File: src/rtl/swr_pkg.sv
package swr_pkg;
  // host bus locations
  localparam logic ADDR_DATA = 1'b0;
  localparam logic ADDR_STAT = 1'b1;

  // status bit positions
  localparam int STAT_READY = 0;
  localparam int STAT_OVR   = 1;
  localparam int STAT_MODE  = 2;
  localparam int STAT_SRC   = 3;

  // synchroniser lanes
  localparam int LANE_DATA  = 0;
  localparam int LANE_CLK   = 1;
  localparam int LANE_MODE  = 2;
  localparam int LANE_FRAME = 3;
  localparam int LANES      = 4;

  typedef struct packed {
    logic shiftEn;
    logic takeWord;
    logic captureMode;
    logic loadCtrl;
  } swrStrobe_t;
endpackage

File: src/rtl/swr_datapath.sv
module swr_datapath
  import swr_pkg::*;
#(
  parameter int WORD_BITS   = 8,
  parameter int PAR_BITS    = 4,
  parameter int SYNC_STAGES = 2
) (
  input  logic                 clk,
  input  logic                 rst,
  input  logic [LANES-1:0]     extLanes,
  input  logic [LANES-1:0]     tstLanes,
  input  logic                 wrSel,
  input  swrStrobe_t           strb,
  output logic                 clkRise,
  output logic                 frameRise,
  output logic [WORD_BITS-1:0] wordQ,
  output logic                 modeQ,
  output logic                 srcSel
);
  localparam int FRAME_BITS = WORD_BITS + PAR_BITS;

  logic [LANES-1:0] selLanes;
  logic [LANES-1:0] syncStg [SYNC_STAGES];
  logic [LANES-1:0] syncOut;
  logic             clkPrev;
  logic             framePrev;
  logic [FRAME_BITS-1:0] shiftQ;
  logic [FRAME_BITS-1:0] shiftNext;

  // source selection happens ahead of the synchronisers
  assign selLanes = srcSel ? tstLanes : extLanes;

  genvar gs;
  generate
    for (gs = 0; gs < SYNC_STAGES; gs++) begin : g_sync
      if (gs == 0) begin : g_first
        always_ff @(posedge clk) begin
          if (rst) syncStg[gs] <= '0;
          else     syncStg[gs] <= selLanes;
        end
      end else begin : g_next
        always_ff @(posedge clk) begin
          if (rst) syncStg[gs] <= '0;
          else     syncStg[gs] <= syncStg[gs-1];
        end
      end
    end
  endgenerate

  assign syncOut = syncStg[SYNC_STAGES-1];

  always_ff @(posedge clk) begin
    if (rst) begin
      clkPrev   <= 1'b0;
      framePrev <= 1'b0;
    end else begin
      clkPrev   <= syncOut[LANE_CLK];
      framePrev <= syncOut[LANE_FRAME];
    end
  end

  assign clkRise   = syncOut[LANE_CLK]   & ~clkPrev;
  assign frameRise = syncOut[LANE_FRAME] & ~framePrev;

  assign shiftNext = {shiftQ[FRAME_BITS-2:0], syncOut[LANE_DATA]};

  always_ff @(posedge clk) begin
    if (rst) begin
      shiftQ <= '0;
      wordQ  <= '0;
      modeQ  <= 1'b0;
      srcSel <= 1'b0;
    end else begin
      if (strb.shiftEn)     shiftQ <= shiftNext;
      if (strb.takeWord)    wordQ  <= shiftNext[FRAME_BITS-1 -: WORD_BITS];
      if (strb.captureMode) modeQ  <= syncOut[LANE_MODE];
      if (strb.loadCtrl)    srcSel <= wrSel;
    end
  end


  src_hold_chk: assert property (@(posedge clk) disable iff (rst)
    !strb.loadCtrl |=> $stable(srcSel));

  mode_hold_chk: assert property (@(posedge clk) disable iff (rst)
    !strb.captureMode |=> $stable(modeQ));

  word_hold_chk: assert property (@(posedge clk) disable iff (rst)
    !strb.takeWord |=> $stable(wordQ));
endmodule

File: src/rtl/swr_control.sv
module swr_control
  import swr_pkg::*;
#(
  parameter int WORD_BITS = 8,
  parameter int PAR_BITS  = 4
) (
  input  logic       clk,
  input  logic       rst,
  input  logic       clkRise,
  input  logic       frameRise,
  input  logic       csN,
  input  logic       rdN,
  input  logic       wrN,
  input  logic       addr,
  output swrStrobe_t strb,
  output logic       readyQ,
  output logic       ovrQ
);
  localparam int FRAME_BITS = WORD_BITS + PAR_BITS;
  localparam int CNT_W      = $clog2(FRAME_BITS + 1);

  logic [CNT_W-1:0] bitCnt;
  logic             armed;
  logic             rdPrev;
  logic             wrPrev;
  logic             shiftEn;
  logic             lastBit;
  logic             clrReady;
  logic             loadCtrl;

  // a framing edge wins over a coincident clock edge
  assign shiftEn  = armed & clkRise & ~frameRise;
  assign lastBit  = shiftEn & (bitCnt == CNT_W'(FRAME_BITS - 1));
  assign clrReady = rdPrev & ~rdN & ~csN & (addr == ADDR_DATA);
  assign loadCtrl = wrPrev & ~wrN & ~csN & (addr == ADDR_STAT);

  always_comb begin
    strb             = '0;
    strb.shiftEn     = shiftEn;
    strb.takeWord    = lastBit;
    strb.captureMode = clkRise;
    strb.loadCtrl    = loadCtrl;
  end

  always_ff @(posedge clk) begin
    if (rst) begin
      rdPrev <= 1'b1;
      wrPrev <= 1'b1;
    end else begin
      rdPrev <= rdN;
      wrPrev <= wrN;
    end
  end

  always_ff @(posedge clk) begin
    if (rst) begin
      armed  <= 1'b0;
      bitCnt <= '0;
    end else if (frameRise) begin
      armed  <= 1'b1;
      bitCnt <= '0;
    end else if (shiftEn) begin
      if (lastBit) begin
        armed  <= 1'b0;
        bitCnt <= '0;
      end else begin
        bitCnt <= bitCnt + 1'b1;
      end
    end
  end

  always_ff @(posedge clk) begin
    if (rst) begin
      readyQ <= 1'b0;
      ovrQ   <= 1'b0;
    end else if (lastBit) begin
      readyQ <= 1'b1;
      ovrQ   <= clrReady ? 1'b0 : (ovrQ | readyQ);
    end else if (clrReady) begin
      readyQ <= 1'b0;
      ovrQ   <= 1'b0;
    end
  end


  ready_hold_chk: assert property (@(posedge clk) disable iff (rst)
    $fell(readyQ) |-> $past(~rdN & ~csN & (addr == ADDR_DATA)));

  ovr_needs_ready_chk: assert property (@(posedge clk) disable iff (rst)
    ovrQ |-> readyQ);

  cnt_range_chk: assert property (@(posedge clk) disable iff (rst)
    bitCnt < CNT_W'(FRAME_BITS));

  idle_cnt_chk: assert property (@(posedge clk) disable iff (rst)
    !armed |-> bitCnt == '0);
endmodule

File: src/rtl/ser_word_rx.sv
module ser_word_rx
  import swr_pkg::*;
#(
  parameter int WORD_BITS   = 8,
  parameter int PAR_BITS    = 4,
  parameter int SYNC_STAGES = 2
) (
  input  logic                 clk,
  input  logic                 rst,
  input  logic                 extData,
  input  logic                 extClk,
  input  logic                 extMode,
  input  logic                 extFrame,
  input  logic                 tstData,
  input  logic                 tstClk,
  input  logic                 tstMode,
  input  logic                 tstFrame,
  input  logic                 csN,
  input  logic                 rdN,
  input  logic                 wrN,
  input  logic                 addr,
  input  logic                 wrSel,
  output logic [WORD_BITS-1:0] rdData,
  output logic                 busOe,
  output logic                 readyIrq
);
  swrStrobe_t           strb;
  logic                 clkRise;
  logic                 frameRise;
  logic [WORD_BITS-1:0] wordQ;
  logic                 modeQ;
  logic                 srcSel;
  logic                 readyQ;
  logic                 ovrQ;
  logic [LANES-1:0]     extLanes;
  logic [LANES-1:0]     tstLanes;
  logic [WORD_BITS-1:0] statWord;

  always_comb begin
    extLanes             = '0;
    extLanes[LANE_DATA]  = extData;
    extLanes[LANE_CLK]   = extClk;
    extLanes[LANE_MODE]  = extMode;
    extLanes[LANE_FRAME] = extFrame;
    tstLanes             = '0;
    tstLanes[LANE_DATA]  = tstData;
    tstLanes[LANE_CLK]   = tstClk;
    tstLanes[LANE_MODE]  = tstMode;
    tstLanes[LANE_FRAME] = tstFrame;
  end

  swr_datapath #(
    .WORD_BITS(WORD_BITS), .PAR_BITS(PAR_BITS), .SYNC_STAGES(SYNC_STAGES)
  ) u_dp (
    .clk(clk), .rst(rst), .extLanes(extLanes), .tstLanes(tstLanes),
    .wrSel(wrSel), .strb(strb), .clkRise(clkRise), .frameRise(frameRise),
    .wordQ(wordQ), .modeQ(modeQ), .srcSel(srcSel)
  );

  swr_control #(
    .WORD_BITS(WORD_BITS), .PAR_BITS(PAR_BITS)
  ) u_ctl (
    .clk(clk), .rst(rst), .clkRise(clkRise), .frameRise(frameRise),
    .csN(csN), .rdN(rdN), .wrN(wrN), .addr(addr), .strb(strb),
    .readyQ(readyQ), .ovrQ(ovrQ)
  );

  always_comb begin
    statWord             = '0;
    statWord[STAT_READY] = readyQ;
    statWord[STAT_OVR]   = ovrQ;
    statWord[STAT_MODE]  = modeQ;
    statWord[STAT_SRC]   = srcSel;
  end

  assign busOe    = ~csN & ~rdN;
  assign rdData   = busOe ? ((addr == ADDR_STAT) ? statWord : wordQ) : '0;
  assign readyIrq = readyQ;


  bus_quiet_chk: assert property (@(posedge clk) disable iff (rst)
    !busOe |-> rdData == '0);
endmodule

File: config.mk
export PLATFORM = sky130hd
export DESIGN_NAME = ser_word_rx
export DESIGN_NICKNAME = d
export VERILOG_FILES = /design/src/rtl/swr_pkg.sv /design/src/rtl/swr_datapath.sv /design/src/rtl/swr_control.sv /design/src/rtl/ser_word_rx.sv
export SDC_FILE = /design/constraint.sdc
export NUM_CORES = 1
export LEC_CHECK = 0
export ABC_AREA = 1
export BUFFER_PORTS_ARGS = -buffer_cell sky130_fd_sc_hd__buf_2
export CORE_MARGIN = 10
export CORE_UTILIZATION = 45
export CTS_CLUSTER_SIZE = 30
export DETAILED_ROUTE_END_ITERATION = 12
export PLACE_DENSITY = 0.65
export SLEW_MARGIN = 25
export SYNTH_ARGS = -nofsm -noshare
export SYNTH_HDL_FRONTEND = slang
export SYNTH_HIERARCHICAL = 1
export SYNTH_SLANG_ARGS = --single-unit
File: constraint.sdc
create_clock -name clk -period 3.2 [get_ports clk]
set_clock_uncertainty 0.1 [all_clocks]
set_input_delay 0.48 -clock clk [delete_from_list [all_inputs] [get_ports clk]]
set_output_delay 0.48 -clock clk [all_outputs]
set_load 0.02 [all_outputs]
Yosys cells after proc, flatten, opt, wreduce, memory -nomap -nowiden
Memory sizes are Yosys's and may differ from the RTL's.
Cells that the tools add are included.

cells by class
  $add $sub $neg = 1
  $mul = 0
  divide/modulo/power cells = 0
  $lt $le $gt $ge = 0
  eq/ne operators = 1
  shifts and indexed selects = 0
  muxes and demuxes = 16
  bitwise operators = 22
  reduce and logical (&&, ||, !) cells = 5

operators with widths
  kind                                         count
  2-to-1 mux 4 bit                             4
  2-to-1 mux 8 bit                             2
  bitwise AND 1 bit                            12
  2-to-1 mux 1 bit                             10
  inverter 1 bit                               7
  nonzero test 2 bit                           3
  adder 4 x 1 -> 4 bit, second input constant  1
  equality test 4 bit, second input constant   1
  bitwise OR 1 bit                             3
  AND reduction 2 bit                          1
  OR reduction 2 bit                           1

word-level totals
  register bits after elaboration = 32
  bits in latches = 0
  RAM bits = 8
  ROM bits = 0
  input bits = 15
  memories kept = 1

memories
  memory        words  bits a word  rd ports  clocked after memory_dff  wr ports  line                source
  u_dp.syncStg  2      4            2         0                         2         swr_datapath.sv:23  logic [LANES-1:0] syncStg [SYNC_STAGES];

Logic depth before layout (Yosys ltp)
  word-level depth = 8
  depth in mapped cells = 12

Hierarchy
Netlist, hierarchy kept.

modules (own cells, without submodules)
  module        instances  cells an instance  area an instance (sq um)  sequential area each (sq um)
  swr_datapath  1          171                1169.9                    620.6
  swr_control   1          60                 424.2                     180.2
  ser_word_rx   1          32                 131.4                     0.0

Least setup slack after synthesis
Ideal clock, no wire load.

  path kind = input port to output port
  from = in rdN
  to = out rdData[4]
  arrival = 1083 ps
  setup slack = 1537 ps
  stages on the path = 3
  path buffers = 0
  cell sequence = nor2_4 nand2_2 nor2_1

on the way
  cells in the longest elaborated chain, start to end = 3

RTL lines
  item               line               source
  start, declared    ser_word_rx.sv:19  input logic rdN,
  inverter 1 bit     ser_word_rx.sv:76  assign busOe = ~csN & ~rdN;
  bitwise AND 1 bit  ser_word_rx.sv:76
  2-to-1 mux 8 bit   ser_word_rx.sv:77  assign rdData = busOe ? ((addr == ADDR_STAT) ? statWord : wordQ) : '0;
  end, declared      ser_word_rx.sv:23  output logic [WORD_BITS-1:0] rdData,

Every way passes these cells.

==> summary.txt <==
Status
  • Status: completed

Worst setup path
  • Worst Setup Start Kind: flip-flop
  • CP arrival: roughly 2.2 ns
  • CP endpoint kind: flip-flop
  • CP Class: reg -> reg
  • Crit Path Max Fanout: 28
  • R2R depth: 9
  • Worst setup path end: u_dp/wordQ[0]$_SDFFE_PP0P_
  • Timing startpoint of the critical path: u_dp/syncStg[1][1]$_SDFF_PP0_
  • CP required: 3.28 ns
  • R2R Path Start: u_dp/syncStg[1][1]$_SDFF_PP0_
  • Worst reg2reg setup slack: 1.11 ns
  • Worst R2R End: u_dp/wordQ[0]$_SDFFE_PP0P_

CTS
  • CTS root buf: clkbuf_8
  • Clk pin slew, worst setup/hold paths: 0.07 ns
  • # clock sinks: 40
  • Max Buffers Root-to-Sink: 2
  • Number of gates resized after cts: 0
  • CTS Buf Count: 5
  • CTS tree: done
  • Later-pin clock latency in the skew report: between 0.2 and 0.3 ns
  • H-tree depth: 2
  • Setup Fix Bufs, Post-CTS: 0
  • Hold Buf Count CTS: 0

Drt
  • Total number of vias: 1423
  • TritonRoute pass-1 iters: 4
  • DR iter-0 viols: 54
  • Vias per cell: 4.312
  • DRC violations left: 0
  • Final wirelength: 3.038 mm
  • Wirelength per Cell: 9.206 um
  • Antenna-violating nets left: 0

Worst hold path
  • Worst hold path type: in -> reg

Placed design
  • Placed cell count: roughly 320
  • Area after DPL: ~0.0018 sq mm
  • Detailed Place HPWL: 2.200 mm
  • # port buffers: 24
  • Dpl ws: 1.070 ns
  • RD Place Congestion: between 0.8 and 0.9

Floorplan
  • Starting Density: 0.4678
  • Die width: 81.92 um
  • Row count: 22
  • Die ar.: around 0.0067 sq mm
  • Core box area: ~0.0037 sq mm
  • Die height: 81.92 um
  • I/O pin cnt: 25

Pwr
  • Pleak: 0.8543 nW
  • Internal: 0.6819 mW
  • Net Sw Power: 0.1964 mW
  • Worst IR Drop VDD: 252.0 uV
  • Switch share: 0.2236
  • Sequential Power Share: 0.587
  • Power density over cell area: 462.7 mW/mm^2
  • Total power: roughly 0.9 mW
  • Comb pwr share: 0.071
  • Clk pwr share: 0.342

STA
  • Max transition margin: 0.6342
  • Minimum clock period: approximately 2.1 ns
  • Fin Hold WS: 0.2995 ns
  • Hold Violations, Final: 0
  • Final worst-path cycle share: 0.6531
  • Final worst setup slack: roughly 1.1 ns
  • Final setup violating endpoints: 0
  • Final Slew Violations: 0
  • Setup TNS Final: 0 ns
  • Fmax: 478.5 MHz
  • Least-Margin Pin Slew: 0.5474 ns
  • Unrepaired setup endpoints after global routing: no

Cells and area
  • N_diodes: 0
  • Final instance area: 0.001898 sq mm
  • Post-layout util: 0.5146
  • Register area: about 800 sq um
  • Multi-input gate area: 681.9 sq um
  • Area growth syn-to-layout: 10.01%
  • Fillers: 384
  • Share of post-route cells with drive strength above 1: 0.1241
  • Nets: 298
  • Fin cells: 330

GRT
  • Initial antenna violation count: 0
  • First-pass GRT wire length: around 5.4 mm
  • Overall Global Routing Usage: 0.1010
  • Residual overflow from global routing: 0
  • Largest net degree at the start of global routing: 29
  • Vias in the first global route: around 1300

Synth
  • Yosys reg bits: 40
  • Syn_nets: 279
  • Post-synth cell types: 19
  • Top cell type by total area after synthesis: dfxtp_1
  • Synth top area share: 0.4641
  • Syn Inst Count: 263
  • Mapped Avg Cell Area: 6.560 sq um
  • Post-synth EDFFs: 0
  • Synth area leaders: dfxtp_1 (46%), nor2_1 (17%), nand2_1 (16%)
  • Proportion of synthesized chip area in sequential cells: 0.4641
  • Synth Warn #: 6
  • Synth async-reset ratio: 0
  • Mapped cell area: approximately 0.0017 sq mm
  • Predominant post-synthesis flop cell: dfxtp_1

Flow run
  • Max_cap viols: 0
cells in the mapped netlist, types with 2 or more instances:
master,instances
dfxtp_1,40
inv_1,41
buf_4,5
buf_2,3
o21ai_0,3
buf_6,2
nor2_4,2
nand3_1,5
clkbuf_2,2
nor2_1,79
nand2_1,72
a21oi_1,2
flip-flops by register name (all words and copies together) (netlist names):
register / flops
u_ctl/ovrQ: 1
u_ctl/readyQ: 1
u_dp/shiftQ: 11
u_ctl/wrPrev: 1
u_dp/clkPrev: 1
u_ctl/armed: 1
u_ctl/bitCnt: 4
u_dp/syncStg: 8
u_dp/srcSel: 1
u_dp/modeQ: 1
u_ctl/rdPrev: 1
u_dp/wordQ: 8
u_dp/framePrev: 1
cell usage in the layout, fill, tap and decap left out, drive strengths merged:
| cell type | instances |
|---|---|
| clkbuf | 6 |
| nand3 | 5 |
| nor3 | 1 |
| a21oi | 2 |
| dfxtp | 40 |
| clkinv | 1 |
| nor2 | 81 |
| buf | 24 |
| inv | 42 |
| ha | 1 |
| nand2 | 73 |
| a21boi | 1 |
| o21ai | 4 |
| or2 | 1 |
kinds of logic (layout without fill, tap and decap cells):
family | Yosys count | after routing | share of synthesized area
buffers and inverters | 54 | 73 | 0.1407
AO/OA/AOI/OAI | 7 | 7 | 0.02175
AND/OR/NAND/NOR | 161 | 161 | 0.3662
flip-flops | 40 | 40 | 0.4641
adder cells (fa/ha/maj) | 1 | 1 | 0.007250
power groups by stage:
stage	sequential, mW	clock (mW)	combinational [mW]
after floorplan	0.524	0	0.0489
after global placement	0.526	0	0.0627
after detailed placement	0.527	0	0.0636
after CTS	0.515	0.311	0.0638
after global routing	0.517	0.340	0.0736
final	0.515	0.300	0.0628
critical path, stage by stage, from the launching register on:
cell	delay (ns)
dfxtp_1	0.31
inv_1	0.04
nor2_1	0.19
nand2_1	0.13
nor2_4	0.44
nand2_1	0.19
inv_1	0.37
nand2_1	0.10
nand2_1	0.08
nor2_1	0.04
how the worst min path moves through the flow:
stage | startpoint | endpoint | cells after the start
global placement | u_dp/syncStg[0][3]$_SDFF_PP0_ | u_dp/syncStg[1][3]$_SDFF_PP0_ | 2
global route | wrN | u_ctl/wrPrev$_SDFF_PP1_ | 2
detailed placement | u_dp/syncStg[0][1]$_SDFF_PP0_ | u_dp/syncStg[1][1]$_SDFF_PP0_ | 2
CTS | wrN | u_ctl/wrPrev$_SDFF_PP1_ | 2
floorplan | u_dp/syncStg[0][0]$_SDFF_PP0_ | u_dp/syncStg[1][0]$_SDFF_PP0_ | 2
finish | wrN | u_ctl/wrPrev$_SDFF_PP1_ | 2
cell type report:
type / count / share of cell area
multi-input combinational: 169 / 0.3593
tap: 48 / 0.03164
sequential: 40 / 0.4219
clock inverter: 1 / 0.002637
inverter: 42 / 0.08306
clock buffer: 6 / 0.03823
timing repair buffer: 24 / 0.06328
metal layers:
layer  global-route usage  share of wire  up-vias  wire [um]
met2               0.1638           0.43       29       1309
li1                     -              -      787          -
met3              0.03930          0.069        6        211
met5                    0              0        -          0
met1               0.1131           0.48      601       1460
met4              0.05102          0.019        0         57
No activity file was read; power rests on OpenSTA's default activity.
